$ cat src/rtl/xdb_pkg.sv
package xdb_pkg;
  localparam int REG_AW = 3;

  typedef enum logic [REG_AW-1:0] {
    OFS_TARGET = 3'd0,
    OFS_SEND   = 3'd1,
    OFS_RXDATA = 3'd2,
    OFS_RXSRC  = 3'd3,
    OFS_STATUS = 3'd4
  } reg_ofs_e;

  // Outcome of the latest send; packed so that it lands on status bits 3..1
  typedef struct packed {
    logic done;
    logic error;
    logic busy;
  } send_result_t;
endpackage

$ cat src/rtl/xdb_prio_arb.sv
module xdb_prio_arb #(
  parameter int N = 4
) (
  input  logic [N-1:0] req,
  input  logic         enable,
  output logic [N-1:0] grant
);
  // Lowest index wins: the descending loop leaves the smallest set index last
  always_comb begin
    grant = '0;
    for (int i = N - 1; i >= 0; i--) begin
      if (enable && req[i]) begin
        grant    = '0;
        grant[i] = 1'b1;
      end
    end
  end
endmodule

$ cat src/rtl/xdb_slot.sv
module xdb_slot #(
  parameter int DATA_W = 32,
  parameter int SRC_W  = 2
) (
  input  logic              clk,
  input  logic              rst_n,
  input  logic              load,
  input  logic [DATA_W-1:0] load_data,
  input  logic [SRC_W-1:0]  load_src,
  input  logic              clear,
  output logic              full,
  output logic [DATA_W-1:0] data,
  output logic [SRC_W-1:0]  src
);
  always_ff @(posedge clk or negedge rst_n) begin
    if (!rst_n) begin
      full <= 1'b0;
      data <= '0;
      src  <= '0;
    end else if (load) begin
      full <= 1'b1;
      data <= load_data;
      src  <= load_src;
    end else if (clear) begin
      full <= 1'b0;
    end
  end
endmodule

$ cat src/rtl/xdb_port.sv
module xdb_port
  import xdb_pkg::*;
#(
  parameter int N_PORTS = 4,
  parameter int DATA_W  = 32,
  parameter int PORT_ID = 0,
  parameter int TID_W   = 3,
  parameter int SRC_W   = 2
) (
  input  logic              clk,
  input  logic              rst_n,
  input  logic              sel,
  input  logic              we,
  input  logic [REG_AW-1:0] addr,
  input  logic [TID_W-1:0]  tgt_wval,
  input  logic              rx_pending,
  input  logic [DATA_W-1:0] rx_data,
  input  logic [SRC_W-1:0]  rx_src,
  input  logic              granted,
  output logic              send_req,
  output logic [TID_W-1:0]  send_tgt,
  output logic              ack,
  output logic [DATA_W-1:0] rdata
);
  logic [TID_W-1:0]  tgt_q;
  send_result_t      res_q;
  logic              wr_tgt, wr_send, rd;
  logic              bad_tgt;
  logic [DATA_W-1:0] rd_mux;

  assign wr_tgt  = sel && we && (addr == OFS_TARGET);
  assign wr_send = sel && we && (addr == OFS_SEND);
  assign ack     = sel && we && (addr == OFS_STATUS);
  assign rd      = sel && !we;

  assign bad_tgt  = (tgt_q >= TID_W'(N_PORTS)) || (tgt_q == TID_W'(PORT_ID));
  assign send_req = wr_send && !bad_tgt;
  assign send_tgt = tgt_q;

  always_ff @(posedge clk or negedge rst_n) begin
    if (!rst_n) begin
      tgt_q <= '0;
      res_q <= '0;
    end else begin
      if (wr_tgt) tgt_q <= tgt_wval;
      if (wr_send) begin
        res_q.done  <= granted;
        res_q.error <= bad_tgt;
        res_q.busy  <= !bad_tgt && !granted;
      end
    end
  end

  always_comb begin
    case (addr)
      OFS_TARGET: rd_mux = DATA_W'(tgt_q);
      OFS_RXDATA: rd_mux = rx_data;
      OFS_RXSRC:  rd_mux = DATA_W'(rx_src);
      OFS_STATUS: rd_mux = DATA_W'({res_q, rx_pending});
      default:    rd_mux = '0;
    endcase
  end

  always_ff @(posedge clk or negedge rst_n) begin
    if (!rst_n)  rdata <= '0;
    else if (rd) rdata <= rd_mux;
  end
endmodule

$ cat src/rtl/xdb_mailbox_hub.sv
module xdb_mailbox_hub
  import xdb_pkg::*;
#(
  parameter int N_PORTS = 4,
  parameter int DATA_W  = 32
) (
  input  logic                       clk,
  input  logic                       rst_n,
  input  logic [N_PORTS-1:0]         p_sel,
  input  logic [N_PORTS-1:0]         p_we,
  input  logic [N_PORTS*REG_AW-1:0]  p_addr,
  input  logic [N_PORTS*DATA_W-1:0]  p_wdata,
  output logic [N_PORTS*DATA_W-1:0]  p_rdata,
  output logic [N_PORTS-1:0]         irq
);
  localparam int SRC_W = $clog2(N_PORTS);
  localparam int TID_W = SRC_W + 1;

  logic [N_PORTS-1:0]         send_req;
  logic [TID_W-1:0]           send_tgt [N_PORTS];
  logic [N_PORTS-1:0]         ack;
  logic [N_PORTS-1:0]         granted;
  logic [N_PORTS-1:0]         box_full;
  logic [DATA_W-1:0]          box_data [N_PORTS];
  logic [SRC_W-1:0]           box_src  [N_PORTS];
  logic [N_PORTS*N_PORTS-1:0] grant_flat;
  logic [N_PORTS*DATA_W-1:0]  box_data_flat;

  // One register port per processor
  for (genvar i = 0; i < N_PORTS; i++) begin : g_port
    xdb_port #(
      .N_PORTS(N_PORTS), .DATA_W(DATA_W), .PORT_ID(i),
      .TID_W(TID_W), .SRC_W(SRC_W)
    ) port_i (
      .clk       (clk),
      .rst_n     (rst_n),
      .sel       (p_sel[i]),
      .we        (p_we[i]),
      .addr      (p_addr[i*REG_AW +: REG_AW]),
      .tgt_wval  (p_wdata[i*DATA_W +: TID_W]),
      .rx_pending(box_full[i]),
      .rx_data   (box_data[i]),
      .rx_src    (box_src[i]),
      .granted   (granted[i]),
      .send_req  (send_req[i]),
      .send_tgt  (send_tgt[i]),
      .ack       (ack[i]),
      .rdata     (p_rdata[i*DATA_W +: DATA_W])
    );
  end

  // One arbiter and one mailbox per target processor
  for (genvar j = 0; j < N_PORTS; j++) begin : g_tgt
    logic [N_PORTS-1:0] req, grant;
    logic [DATA_W-1:0]  ld_data;
    logic [SRC_W-1:0]   ld_src;

    for (genvar i = 0; i < N_PORTS; i++) begin : g_req
      assign req[i] = send_req[i] && (send_tgt[i] == TID_W'(j));
    end

    xdb_prio_arb #(.N(N_PORTS)) arb_i (
      .req   (req),
      .enable(!box_full[j]),
      .grant (grant)
    );

    always_comb begin
      ld_data = '0;
      ld_src  = '0;
      for (int i = 0; i < N_PORTS; i++) begin
        if (grant[i]) begin
          ld_data = ld_data | p_wdata[i*DATA_W +: DATA_W];
          ld_src  = ld_src | SRC_W'(i);
        end
      end
    end

    xdb_slot #(.DATA_W(DATA_W), .SRC_W(SRC_W)) slot_i (
      .clk      (clk),
      .rst_n    (rst_n),
      .load     (|grant),
      .load_data(ld_data),
      .load_src (ld_src),
      .clear    (ack[j]),
      .full     (box_full[j]),
      .data     (box_data[j]),
      .src      (box_src[j])
    );

    assign grant_flat[j*N_PORTS +: N_PORTS]  = grant;
    assign box_data_flat[j*DATA_W +: DATA_W] = box_data[j];
  end

  always_comb begin
    granted = '0;
    for (int j = 0; j < N_PORTS; j++)
      for (int i = 0; i < N_PORTS; i++)
        granted[i] = granted[i] | grant_flat[j*N_PORTS + i];
  end

  assign irq = box_full;
endmodule

$ cat config.mk
export PLATFORM = sky130hd
export DESIGN_NAME = xdb_mailbox_hub
export DESIGN_NICKNAME = d
export VERILOG_FILES = /design/src/rtl/xdb_pkg.sv /design/src/rtl/xdb_prio_arb.sv /design/src/rtl/xdb_slot.sv /design/src/rtl/xdb_port.sv /design/src/rtl/xdb_mailbox_hub.sv
export SDC_FILE = /design/constraint.sdc
export NUM_CORES = 1
export LEC_CHECK = 0
export CAP_MARGIN = 20
export CORE_UTILIZATION = 50
export DETAILED_ROUTE_END_ITERATION = 8
export DONT_BUFFER_PORTS = 1
export PLACE_DENSITY_LB_ADDON = 0.3
export SYNTH_ARGS = -nofsm -noshare
export SYNTH_HDL_FRONTEND = slang
export SYNTH_HIERARCHICAL = 1
export SYNTH_SLANG_ARGS = --single-unit
$ cat constraint.sdc
create_clock -name clk -period 3.6 [get_ports clk]
set_input_delay 0.36 -clock clk [delete_from_list [all_inputs] [get_ports clk]]
set_output_delay 0.36 -clock clk [all_outputs]
set_load 0.02 [all_outputs]
-- Word-level counts from Yosys, hierarchy flattened
Index checks and enable logic that the tools add are counted.
- register bits: 292
- input port bits: 150
- output and inout port bits: 132
- logic and storage cells: 240
- magnitude comparators: 4
- equality and inequality tests: 28
- multiplexer cells: 56
- bitwise operators: 24
- reduce and logical (&&, ||, !) cells: 96
- operators with widths (operator ; number):
    two-way mux 32 bit ; 16
    case mux 32 bit (4 select lines) ; 4
    bitwise OR 32 bit ; 12
    two-way mux 4 bit ; 16
    logical AND 1 bit ; 60
    equality test 3 x 2 -> 1 bit, second input constant ; 16
    equality test 3 x 1 -> 1 bit, second input constant ; 8
    logical NOT 3 bit ; 8
    logical NOT 1 bit ; 16
    two-way mux 2 bit ; 8
    OR reduction 4 bit ; 4
    equality test 3 bit, second input constant ; 4
    greater-or-equal comparator 3 bit, second input constant ; 4
    two-way mux 1 bit ; 12
    bitwise OR 1 bit ; 12
    nonzero test 2 bit ; 4
    logical OR 1 bit ; 4

-- Longest topological paths before layout
- word-level depth: 17
- mapped depth: 12
- depth with buffers taken out: 9

-- By module
Netlist, hierarchy kept.
- modules (own cells, without submodules) (module ; times used ; cells an instance ; area each (um^2) ; seq. area each (um^2)):
    xdb_slot ; 4 ; 75 ; 1450.1 ; 875.8
    xdb_port (g_port[0].port_i ...) ; 2 ; 114 ; 1597.8 ; 950.9
    xdb_port (g_port[1].port_i ...) ; 2 ; 115 ; 1577.8 ; 950.9
    xdb_mailbox_hub ; 1 ; 484 ; 2990.4 ; 0.0
    xdb_prio_arb ; 4 ; 6 ; 60.1 ; 0.0

-- Worst setup path before layout
No wires, ideal clock.
- kind: input -> register
- start point: input p_addr[4]
- end point: register g_tgt[2].slot_i.data[0]
- library setup time: 0.125 ns
- data arrival time: 3.005 ns
- required time: 3.475 ns
- setup slack: 0.470 ns
- stages on the path: 11
- path buffers: 3
- cell sequence: nand3b_1 nor3b_2 and2_1 nor4bb_1 nor3b_1 buf_6 or2_1 or3_1 buf_6 buf_12 mux2_4
- elaborated cells between the ends (all ways): 15
- those cells by class: eq/ne (1); mux (6); bitwise (3); reduce/logical (5)
- RTL lines (what ; RTL line ; RTL):
    from (decl) ; xdb_mailbox_hub.sv:11 ; input logic [N_PORTS*REG_AW-1:0] p_addr,
    equality test 3 x 1 -> 1 bit * ; xdb_port.sv:32 ; assign wr_send = sel && we && (addr == OFS_SEND);
    logical AND 1 bit * ; xdb_port.sv:32 ;
    logical AND 1 bit * ; xdb_port.sv:37 ; assign send_req = wr_send && !bad_tgt;
    named net send_req[1] ; xdb_mailbox_hub.sv:19 ; logic [N_PORTS-1:0] send_req;
    logical AND 1 bit * ; xdb_mailbox_hub.sv:59 ; assign req[i] = send_req[i] && (send_tgt[i] == TID_W'(j));
    named net g_tgt[2].req[1] ; xdb_mailbox_hub.sv:54 ; logic [N_PORTS-1:0] req, grant;
    logical AND 1 bit * ; xdb_prio_arb.sv:12 ; if (enable && req[i]) begin
    two-way mux 4 bit * (2 in a row) ; xdb_prio_arb.sv:12 ;
    named net g_tgt[2].grant[2] ; xdb_mailbox_hub.sv:54 ;
    two-way mux 32 bit ; xdb_mailbox_hub.sv:72 ; if (grant[i]) begin
    bitwise OR 32 bit ; xdb_mailbox_hub.sv:73 ; ld_data = ld_data | p_wdata[i*DATA_W +: DATA_W];
    two-way mux 32 bit ; xdb_mailbox_hub.sv:72 ;
    to (signal assigned) ; xdb_slot.sv:22 ; data <= load_data;
    to (decl) ; xdb_slot.sv:12 ; output logic [DATA_W-1:0] data,
Mark *: on every way through the listed nets, which the timed path passes. The rest lies on a longest branch.
A chain may end at the register's enable or synchronous reset.

-- Worst setup path after layout
- start point: register g_port[0].port_i.tgt_q[2]
- end point: register g_tgt[1].slot_i.data[17]
- elaborated cells between the ends (all ways): 17
- those cells by class: order compare (1); eq/ne (1); mux (5); bitwise (3); reduce/logical (7)
- RTL lines (what ; RTL line ; RTL):
    from (decl) ; xdb_port.sv:25 ; logic [TID_W-1:0] tgt_q;
    from (signal assigned) ; xdb_port.sv:45 ; if (wr_tgt) tgt_q <= tgt_wval;
    greater-or-equal comparator 3 bit or logical NOT 3 bit (tied branches) ; xdb_port.sv:36 ; assign bad_tgt = (tgt_q >= TID_W'(N_PORTS)) || (tgt_q == TID_W'(PORT_ID));
    logical OR 1 bit * ; xdb_port.sv:36 ;
    logical NOT 1 bit * ; xdb_port.sv:37 ;
    logical AND 1 bit * ; xdb_port.sv:37 ;
    named net send_req[0] ; xdb_mailbox_hub.sv:19 ;
    logical AND 1 bit * ; xdb_mailbox_hub.sv:59 ;
    named net g_tgt[1].req[0] ; xdb_mailbox_hub.sv:54 ;
    logical AND 1 bit * ; xdb_prio_arb.sv:12 ;
    two-way mux 4 bit * ; xdb_prio_arb.sv:12 ;
    named net g_tgt[1].grant[3] ; xdb_mailbox_hub.sv:54 ;
    OR reduction 4 bit or two-way mux 32 bit (tied branches) ; xdb_mailbox_hub.sv:82, xdb_mailbox_hub.sv:72 ;
    to (signal assigned) ; xdb_slot.sv:22 ;
    to (decl) ; xdb_slot.sv:12 ;
Marks and branches as above.

==> flow_summary.toml <==
[timing]
tightest_slew_ns = 1.01
finalMaxSlewViolations = 0
timing.fmax_mhz = 311
period_needed_ns = 3.21
final-setup-viol-count = 0
hold_viol = 292
rsz0062_at_grt = "false"
hold_ws_ns = -0.449
finalSetupTns_ns = 0
finClkSkew_ns = 0.0171
fin_crit_sh_pct = 89.3
slew_headroom_pct = 32.6

[synth]
synth-compound-area-share_pct = 21.4
muxShareOfSynthArea_pct = 15.2
avgSynthCellArea_um2 = 12.2
postSynthCellCount = 1266
yosysMostFrequentCell = "dfrtp_1"
synth_ff_type = "dfrtp_1"
synth-async-reset-ratio_pct = 100
synth_edf_count = 0
synth_top_family_by_area = "compound AO/OA/AOI/OAI gates"
synth-adder-area-share_pct = 0
yosys_warnings = 6
synth-seq-area-share_pct = 47.5
synth-xor-area-share_pct = 0
yosys_register_bits = 292
synth_area_um2 = 15400
ys_types = 47
syn-num-nets = 1416
synth.top_cell.area_share_pct = 47.5
synth.top_cells.by_count = "dfrtp_1 (292), a22oi_1 (256), nand2_1 (136)"
synth-simple-area-share_pct = 9.99
yosys-top-cells-area = "dfrtp_1 (48%), a22oi_1 (12%), mux2_4 (11%)"
synth_top_cell_by_area = "dfrtp_1"

[grt]
grt_pass1_wl_um = 71300
grt_usage_pct = 30.0
overflow = 0
grt_max_degree = 293
grt_pass1_vias = 11032
antenna_found_initial = 0

[layout]
post-route-util_pct = 55.3
layout-drive-gt1-share_pct = 26.4
antennaDiodeCount = 0
final_cell_count_no_fill = 1647
syn_to_final_growth_pct = 7.75
final_nets = 1382

[floorplanning]
dieArea_um2 = 31500
start_util_pct = 51.4
fp.coreArea_um2 = 30000
ioPinCount = 282
rows = 63
die_width_um = 177
die-height_um = 177

[critical_path]
crit_chain = "o21bai_1 > nor4_2 > nor4bb_1 > nand2b_4 > nor4b_4 > or2_1 > or3_2 > buf_4 > mux2_4"
critical_path.top_delay_family = "simple AND/OR/NAND/NOR gates"
startpoint = "g_port[0].port_i/send_tgt[2]"
crit_path_top_delay_cell = "nor4bb_1"
crit_path_start_kind = "register"
reg2reg_depth = 9
worstPathRequired_ns = 3.99
reg2reg_to = "g_tgt[1].slot_i/data[17]"
crit_cells = 9
crit_fanout = 21
crit_path_max_incr_delay_ns = 0.46
critPathKind = "register to register"
timing.critical_path.buf_inv = 1
timing.rr.start = "g_port[0].port_i/send_tgt[2]"
arrival_ns = 3.61
cp-end-kind = "register"
r2r_slack_ns = 0.39

[routing]
wl_per_cell_um = 28.9
drc_errors = 0
vias = 11218
dr.pass1.iters = 6
drtIter0Drc = 1434
avgViaCountPerCell = 6.81
ant_nets = 0
drt-total-wl_um = 47600

[cts]
clock_latency_ns = 0.52
htree_levels = 2
numCtsBuffers = 34
clkTransAtPathRegs_ns = 0.06
clockBufferDepth = 3
cts_root_buf = "clkbuf_16"
cts_tree = "done"
cts_hold_buf = 12
clock_sinks = 292

[place]
io_buffers = 0
dp.cells = 1574
gp_congestion = 0.908
hpwl_um = 31200

[hold_path]
hold_path_class = "primary input to asynchronous set/reset pin"

[power]
ir_drop_v = 0.000305
powerDensity_nw_per_um2 = 449
power.leakage_nw = 7.81

[outcome]
status = "finished, violations left"
violations = "hold timing"

[run]
drv_cap = 0
[cells in the final DEF (no fill, tap or decap), types with 5 or more instances in the layout]
master / count
a21o_1: 5
a22o_1: 92
a22o_2: 36
a22oi_1: 256
buf_4: 34
clkbuf_16: 35
clkinv_2: 8
clkinv_4: 5
dfrtp_1: 292
dlygate4sd3_1: 12
inv_1: 20
mux2_2: 40
mux2_4: 116
mux2i_1: 14
nand2_1: 136
nand3b_1: 8
nand4b_1: 8
nor2_1: 8
nor3b_2: 6
nor4bb_1: 8
o211ai_1: 8
or2_1: 6
or2_2: 6
[worst max-delay path by stage]
stage,end,slack [ns]
6_report,g_tgt[1].slot_i/data[17],0.39
5_1_grt,g_tgt[1].slot_i/data[17],0.18
4_1_cts,g_tgt[1].slot_i/data[17],0.22
3_5_place_dp,g_tgt[1].slot_i/data[14],0.23
3_3_place_gp,g_tgt[2].slot_i/data[29],0.33
2_1_floorplan,g_tgt[2].slot_i/data[0],0.47
[cell type report]
class                   instances  area (um^2)
repair buffers                 46          375
fillers                      2506        13400
inverters                      20         75.1
clock inverters                20          183
multi-input cells             838         7230
well taps                     390          488
clock buffers                  41          918
flip-flops and latches        292         7310
[worst register-to-register path, cell delays in order, from the launching register on]
cell	delay, ns
dfrtp_1	0.44
o21bai_1	0.21
nor4_2	0.34
nor4bb_1	0.46
nand2b_4	0.25
nor4b_4	0.06
or2_1	0.26
or3_2	0.43
buf_4	0.28
mux2_4	0.38
[kinds of logic (layout without fill, tap and decap cells)]
logic type	count (synthesis)	after routing
and+or+nand+nor	256	256
DFF	292	292
muxes	170	170
buffers and inverters	136	127
AOI/OAI and AO/OA	412	412
[sequential cells by signal, summed over array words and instances (netlist names)]
name,cells
g_port.port_i/send_tgt,12
g_tgt.slot_i/full,4
g_port.port_i/rdata,128
g_tgt.slot_i/src,8
g_tgt.slot_i/data,128
g_port.port_i/res_q,12
[layer usage]
metal	part of all wire, %	global-route usage [%]
met1	40	39.5
met2	45	45.8
met3	11	9.49
met4	4.1	12.0
met5	0	0
[timing repair]
| action | in CTS | in global routing |
|---|---|---|
| endpoints found under the setup margin | 0 | 72 |
| gates resized for setup | 0 | 1 |
| buffers inserted | 0 | 0 |
| endpoints found under the hold margin | 304 | 292 |
[where the power goes]
group / switching, mW / internal [mW] / total [mW]
combinational: 0.236 / 0.223 / 0.459
clock: 1.44 / 1.98 / 3.42
sequential: 0.168 / 3.40 / 3.57
total: 1.84 / 5.61 / 7.45
[metrics by stage]
step	power, mW	setup slack [ns]	hold WS (ns)	instance area [um^2]
after global routing	7.69	0.178	-0.472	16600
after floorplan	3.96	0.470	0.0644	15400
after CTS	7.50	0.223	-0.460	16600
after detailed placement	4.06	0.230	0.0819	15300
final	7.45	0.387	-0.449	16600
after global placement	4.05	0.331	0.0819	15300
(Power assumes the default switching activity.)
